==> src/rtl/wdt_pkg.sv <==
package wdt_pkg;
  // control -> datapath strobes
  typedef struct packed {
    logic hold;     // reset generator active: keep count at zero
    logic restart;  // accepted strobe edge: count from zero
  } wdt_ctl_t;

  // datapath -> control status
  typedef struct packed {
    logic edgeSeen;  // synchronised level changed this cycle
    logic mismatch;  // synchronised level differs from pull direction
    logic blanking;  // inside settle window after a pull change
    logic atLast;    // count is at the final cycle of the window
  } wdt_stat_t;
endpackage

==> src/rtl/wdt_datapath.sv <==
module wdt_datapath
  import wdt_pkg::*;
#(
  parameter int TIMEOUT_CYCLES = 112_000_000,
  parameter int SETTLE_CYCLES  = 4
) (
  input  logic      clk,
  input  logic      rstN,
  input  logic      strobeRaw,
  input  wdt_ctl_t  ctl,
  output wdt_stat_t stat,
  output logic      pullHigh
);
  localparam int CNT_W   = $clog2(TIMEOUT_CYCLES);
  localparam int BLANK_W = $clog2(SETTLE_CYCLES + 1);
  localparam logic [CNT_W-1:0] LAST_C       = CNT_W'(TIMEOUT_CYCLES - 1);
  localparam logic [CNT_W-1:0] HIGH_START_C = CNT_W'(TIMEOUT_CYCLES - TIMEOUT_CYCLES / 8);
  localparam logic [BLANK_W-1:0] SETTLE_C   = BLANK_W'(SETTLE_CYCLES);

  logic [1:0]         syncQ;
  logic               prevLevel;
  logic [CNT_W-1:0]   count, countNext;
  logic [BLANK_W-1:0] blankCnt;
  logic               pullNext;

  // two-stage synchroniser plus edge history
  always_ff @(posedge clk or negedge rstN) begin
    if (!rstN) begin
      syncQ     <= '0;
      prevLevel <= 1'b0;
    end else begin
      syncQ     <= {syncQ[0], strobeRaw};
      prevLevel <= syncQ[1];
    end
  end

  always_comb begin
    if (ctl.hold || ctl.restart) countNext = '0;
    else if (count == LAST_C)    countNext = '0;
    else                         countNext = count + 1'b1;
    pullNext = (countNext >= HIGH_START_C);
  end

  always_ff @(posedge clk or negedge rstN) begin
    if (!rstN) begin
      count    <= '0;
      pullHigh <= 1'b0;
      blankCnt <= '0;
    end else begin
      count    <= countNext;
      pullHigh <= pullNext;
      if (pullNext != pullHigh)  blankCnt <= SETTLE_C;
      else if (blankCnt != '0)   blankCnt <= blankCnt - 1'b1;
    end
  end

  assign stat.edgeSeen = syncQ[1] ^ prevLevel;
  assign stat.mismatch = syncQ[1] ^ pullHigh;
  assign stat.blanking = (blankCnt != '0);
  assign stat.atLast   = (count == LAST_C);
endmodule

==> src/rtl/wdt_control.sv <==
module wdt_control
  import wdt_pkg::*;
(
  input  logic      clk,
  input  logic      rstN,
  input  logic      resetActive,
  input  wdt_stat_t stat,
  output wdt_ctl_t  ctl,
  output logic      timeoutPulse
);
  logic drivenSeen;
  logic validEdge, evidence, wrap, fire, clearEvidence;

  always_comb begin
    validEdge     = stat.edgeSeen && !stat.blanking;
    ctl.hold      = resetActive;
    ctl.restart   = validEdge && !resetActive;
    evidence      = drivenSeen || (stat.mismatch && !stat.blanking);
    wrap          = stat.atLast && !ctl.hold && !ctl.restart;
    fire          = wrap && evidence;
    clearEvidence = ctl.hold || ctl.restart || wrap;
  end

  always_ff @(posedge clk or negedge rstN) begin
    if (!rstN) begin
      drivenSeen   <= 1'b0;
      timeoutPulse <= 1'b0;
    end else begin
      drivenSeen   <= clearEvidence ? 1'b0 : evidence;
      timeoutPulse <= fire;
    end
  end
endmodule

==> src/rtl/strobe_watchdog.sv <==
module strobe_watchdog
  import wdt_pkg::*;
#(
  parameter int TIMEOUT_CYCLES = 112_000_000,
  parameter int SETTLE_CYCLES  = 4
) (
  input  logic clk,
  input  logic rstN,
  input  logic strobeRaw,
  input  logic resetActive,
  output logic timeoutPulse,
  output logic pullHigh
);
  wdt_ctl_t  ctl;
  wdt_stat_t stat;

  wdt_datapath #(
    .TIMEOUT_CYCLES(TIMEOUT_CYCLES),
    .SETTLE_CYCLES (SETTLE_CYCLES)
  ) u_datapath (
    .clk      (clk),
    .rstN     (rstN),
    .strobeRaw(strobeRaw),
    .ctl      (ctl),
    .stat     (stat),
    .pullHigh (pullHigh)
  );

  wdt_control u_control (
    .clk         (clk),
    .rstN        (rstN),
    .resetActive (resetActive),
    .stat        (stat),
    .ctl         (ctl),
    .timeoutPulse(timeoutPulse)
  );
endmodule

==> config.mk <==
export PLATFORM = sky130hd
export DESIGN_NAME = strobe_watchdog
export DESIGN_NICKNAME = d
export VERILOG_FILES = /design/src/rtl/wdt_pkg.sv /design/src/rtl/wdt_datapath.sv /design/src/rtl/wdt_control.sv /design/src/rtl/strobe_watchdog.sv
export SDC_FILE = /design/constraint.sdc
export NUM_CORES = 1
export LEC_CHECK = 0
export CAP_MARGIN = 20
export CORE_ASPECT_RATIO = 1.75
export CORE_MARGIN = 2
export CORE_UTILIZATION = 40
export DETAILED_ROUTE_END_ITERATION = 10
export RECOVER_POWER = 100
export SYNTH_ARGS = -nofsm -noshare
export SYNTH_HDL_FRONTEND = slang
export SYNTH_SLANG_ARGS = --single-unit
==> constraint.sdc <==
create_clock -name clk -period 3.5 [get_ports clk]
set_input_delay 0.875 -clock clk [delete_from_list [all_inputs] [get_ports clk]]
set_output_delay 0.875 -clock clk [all_outputs]
set_load 0.01 [all_outputs]
==> reports/summary.log <==
[run_status] outcome finished with violations
[run_status] failing checks capacitance limit, slew limit
[clock_network] TritonCTS clock tree built
[floorplan] initial core utilization 41.8%
[critical_path] largest stage delay on the critical path 0.49 ns
[timing] final setup skew 0.00335 ns
[critical_path] arrival time of the worst setup path 3.25 ns
[critical_path] ordered cell list for the critical path ha_1 > nand3_1 > or4_1 > or3_4 > a21oi_4 > nand3_2 > nor4_1 > o21ai_1 > a221o_1
[timing] unrepaired setup endpoints after global routing false
[power_and_ir_drop] total design power 819 µW
[placement] instance area after placement 2180 µm²
[floorplan] Chip Height 99.4 µm
[yosys] synthesized area divided by synthesized cell count 10.1 µm²
[detailed_routing] number of iterations in the first detailed-routing pass 4
[clock_network] Post-CTS Setup Repair Bufs 0
[floorplan] die area 5810 µm²
[detailed_routing] routed vias 1535
[critical_path] number of buffers and inverters on the critical path 0
[layout] share of cells above drive strength 1 12.1%
[layout] Final Instance Area 2260 µm²
[critical_path] master of the slowest instance on the critical path sky130_fd_sc_hd__or4_1
[power_and_ir_drop] IR Drop Worst-Case VDD 0.233 mV
[layout] Post-Layout Cell Count 269
[hold_path] worst hold path startpoint u_datapath.syncQ[0]$_DFF_PN0_
[detailed_routing] Initial DRC Count 37
[grt] wire length of the first global-routing pass 8.13 mm
[clock_network] number of sinks handled by clock tree synthesis 36
[placement] Final GP Congestion 0.921
[critical_path] critical path data required time 3.68 ns
[yosys] post-synthesis net count 212
[clock_network] number of levels in the clock H-tree 2
[floorplan] Placement Rows 34
[clock_network] post-cts hold buffer count 0
[yosys] post-synthesis sequential area ratio 43.3%
[timing] final worst path period need 3.07 ns
[clock_network] cts bufs inserted 5
[critical_path] Crit. End Element register
[timing] max frequency 0.325 GHz
[critical_path] startpoint-to-endpoint class of the critical path register to register
[clock_network] Root Buffer Master sky130_fd_sc_hd__clkbuf_8
[critical_path] crit path launch type register
[placement] # placed instances 261
[yosys] synthesis-stage register bit count 36
[yosys] dominant register cell in the synthesized netlist sky130_fd_sc_hd__dfrtp_1
[yosys] number of enable-type register cells in the synthesized netlist 0
[yosys] cells taking the most area after synthesis sky130_fd_sc_hd__dfrtp_1 43%, sky130_fd_sc_hd__nor2_1 5.6%, sky130_fd_sc_hd__xnor2_1 5.5%
[placement] Port Buf Inserts 5
[yosys] Post-Synthesis Cell Area 2080 µm²
[placement] Post-DP HPWL 3.31 mm
[layout] number of fill cells in the layout 485
[clock_network] clock transition at the registers of the reported paths 0.07 ns
[detailed_routing] mean routed wirelength per cell 16.9 µm
[timing] setup-violating endpoint count in the final report 0
[clock_network] Worst-Skew Late Latency 0.29 ns
[floorplan] number of ports placed on the die boundary 6
[detailed_routing] routed wire length 4.54 mm
[grt] maximum number of pins on one net before global-route repair 37
[timing] relative slew slack -33.2%
[timing] Tightest Pin Transition 2.00 ns
[layout] number of nets in the layout 221
[detailed_routing] post-detailed-route count of antenna-violating nets 0
[timing] sum of negative setup slack 0 ns
[flow_run] number of max-capacitance violations reported 1
[grt] number of antenna violations at the first check in global routing 0
[grt] global-route congestion overflow total 0
[yosys] most instantiated library cell after synthesis sky130_fd_sc_hd__dfrtp_1
[grt] via count of the first global-routing pass 1601
[layout] number of antenna repair diodes 0
[floorplan] CORE AREA 4980 µm²
[hold_path] min-delay worst type register to register
[placement] Place WS 0.544 ns
[grt] total global-route track usage 18.7%
[critical_path] worst-path maximum fanout 6
[layout] area added between synthesis and finish 8.84%
[detailed_routing] number of remaining DRC errors 0
[yosys] warning count from the yosys run 0
[yosys] most common library cells after synthesis 36 x sky130_fd_sc_hd__dfrtp_1, 31 x sky130_fd_sc_hd__nor2_1, 13 x sky130_fd_sc_hd__xnor2_1, 13 x sky130_fd_sc_hd__xor2_1, 10 x sky130_fd_sc_hd__nand2_1
[yosys] async set-reset flop share out of synthesis 100%
[yosys] number of distinct library cells after synthesis 55
[yosys] area fraction of the dominant cell type after synthesis 43.3%
[timing] max-slew violation count 37
[clock_network] maximum root-to-sink buffer count 2
[detailed_routing] via-per-instance ratio 5.71
[timing] period utilisation layout 87.8%
[clock_network] cells resized by post-CTS repair 0
[power_and_ir_drop] Lkg Pwr 0.000963 µW
[floorplan] die outline width 58.5 µm
[power_and_ir_drop] pwr dens 362 nW/µm²
[critical_path] CP startpoint u_datapath.count[0]$_DFF_PN0_
[yosys] largest area contributor in the netlist sky130_fd_sc_hd__dfrtp_1
[timing] number of endpoints with negative hold slack in the final report 0
[critical_path] beginning of the worst register-to-register path u_datapath.count[0]$_DFF_PN0_
[critical_path] cell family with the largest share of critical-path delay simple AND/OR/NAND/NOR gates
[yosys] Cells after Synth 205
[timing] final critical-path setup slack 0.427 ns
## flip-flops by register name (all words and copies together) (netlist names)
signal and count:
u_datapath.count 27, u_datapath.blankCnt 3, u_datapath.syncQ 2, u_control.drivenSeen 1, u_control.timeoutPulse 1, u_datapath.prevLevel 1
u_datapath.pullHigh 1
## per-layer routing
layer	global-route usage, %	up-vias	wire length (µm)
met4	12.3	0	209
met3	2.73	16	89
met5	0	-	0
met1	21.1	743	1780
li1	-	749	-
met2	31.6	27	2460
## stage by stage
stage / utilization [%] / hold WS, ns
finish: 45.5 / 0.358
global route: 45.5 / 0.382
CTS: 46.0 / 0.360
detailed placement: 43.7 / 0.343
global placement: 43.7 / 0.337
floorplan: - / 0.331
## final cells by class
class / count / area (µm²) / area share [%]
sequential: 36 / 901 / 39.8
timing repair buffer: 7 / 55.1 / 2.43
tap: 54 / 67.6 / 2.99
clock inverter: 3 / 42.5 / 1.88
clock buffer: 5 / 68.8 / 3.04
inverter: 5 / 18.8 / 0.829
multi-input combinational: 159 / 1110 / 49.0
## power breakdown
group          internal, µW  switching [µW]
logic                  6.79            20.1
clock network           211             158
registers               420            2.69
total                   637             181
## cells by family (layout without fill, tap and decap cells)
kind of cell    Yosys count  count (layout)  synth area share, %
simple gates            103             103                 31.4
fa+ha+maj                 3               3                 1.81
compound gates           25              25                 9.15
flops                    36              36                 43.3
buf+inv                  10              20                 2.41
xor+xnor                 26              26                 11.0
mux                       2               2                0.963
## path summary, 6_finish.rpt
kind                                                      endpoint  slack (ns)  depth (start not counted)
worst max-delay path            u_datapath.blankCnt[2]$_DFFE_PN0P_        0.43                          9
worst min-delay path                 u_datapath.syncQ[1]$_DFF_PN0_        0.36                          0
worst max register to register  u_datapath.blankCnt[2]$_DFFE_PN0P_        0.43                          9
worst min register to register       u_datapath.syncQ[1]$_DFF_PN0_        0.36                          0
max in group asynchronous           u_datapath.count[14]$_DFF_PN0_        1.21                          1
min in group asynchronous            u_datapath.count[1]$_DFF_PN0_        1.13                          1
## placed cells by master (no fill, tap or decap), drive strengths merged, types with 2 or more instances in the layout
cell type,synthesis,layout
ha,3,3
or3,3,3
nor4b,2,2
and2,5,5
and4b,3,3
nor4,3,3
dfrtp,36,36
nand2,10,10
nor3,3,3
nor2b,5,5
mux2i,2,2
nand2b,2,2
xnor2,13,13
xor2,13,13
a21o,2,2
nor2,31,31
dlygate4sd3,0,4
o21ai,6,6
a21oi,7,7
inv,5,5
nand4b,2,2
a211oi,2,2
nand3,10,10
and3,5,5
and4,4,4
nand4,11,11
clkbuf,2,7
Note: power is estimated with default switching activity, not from simulation.
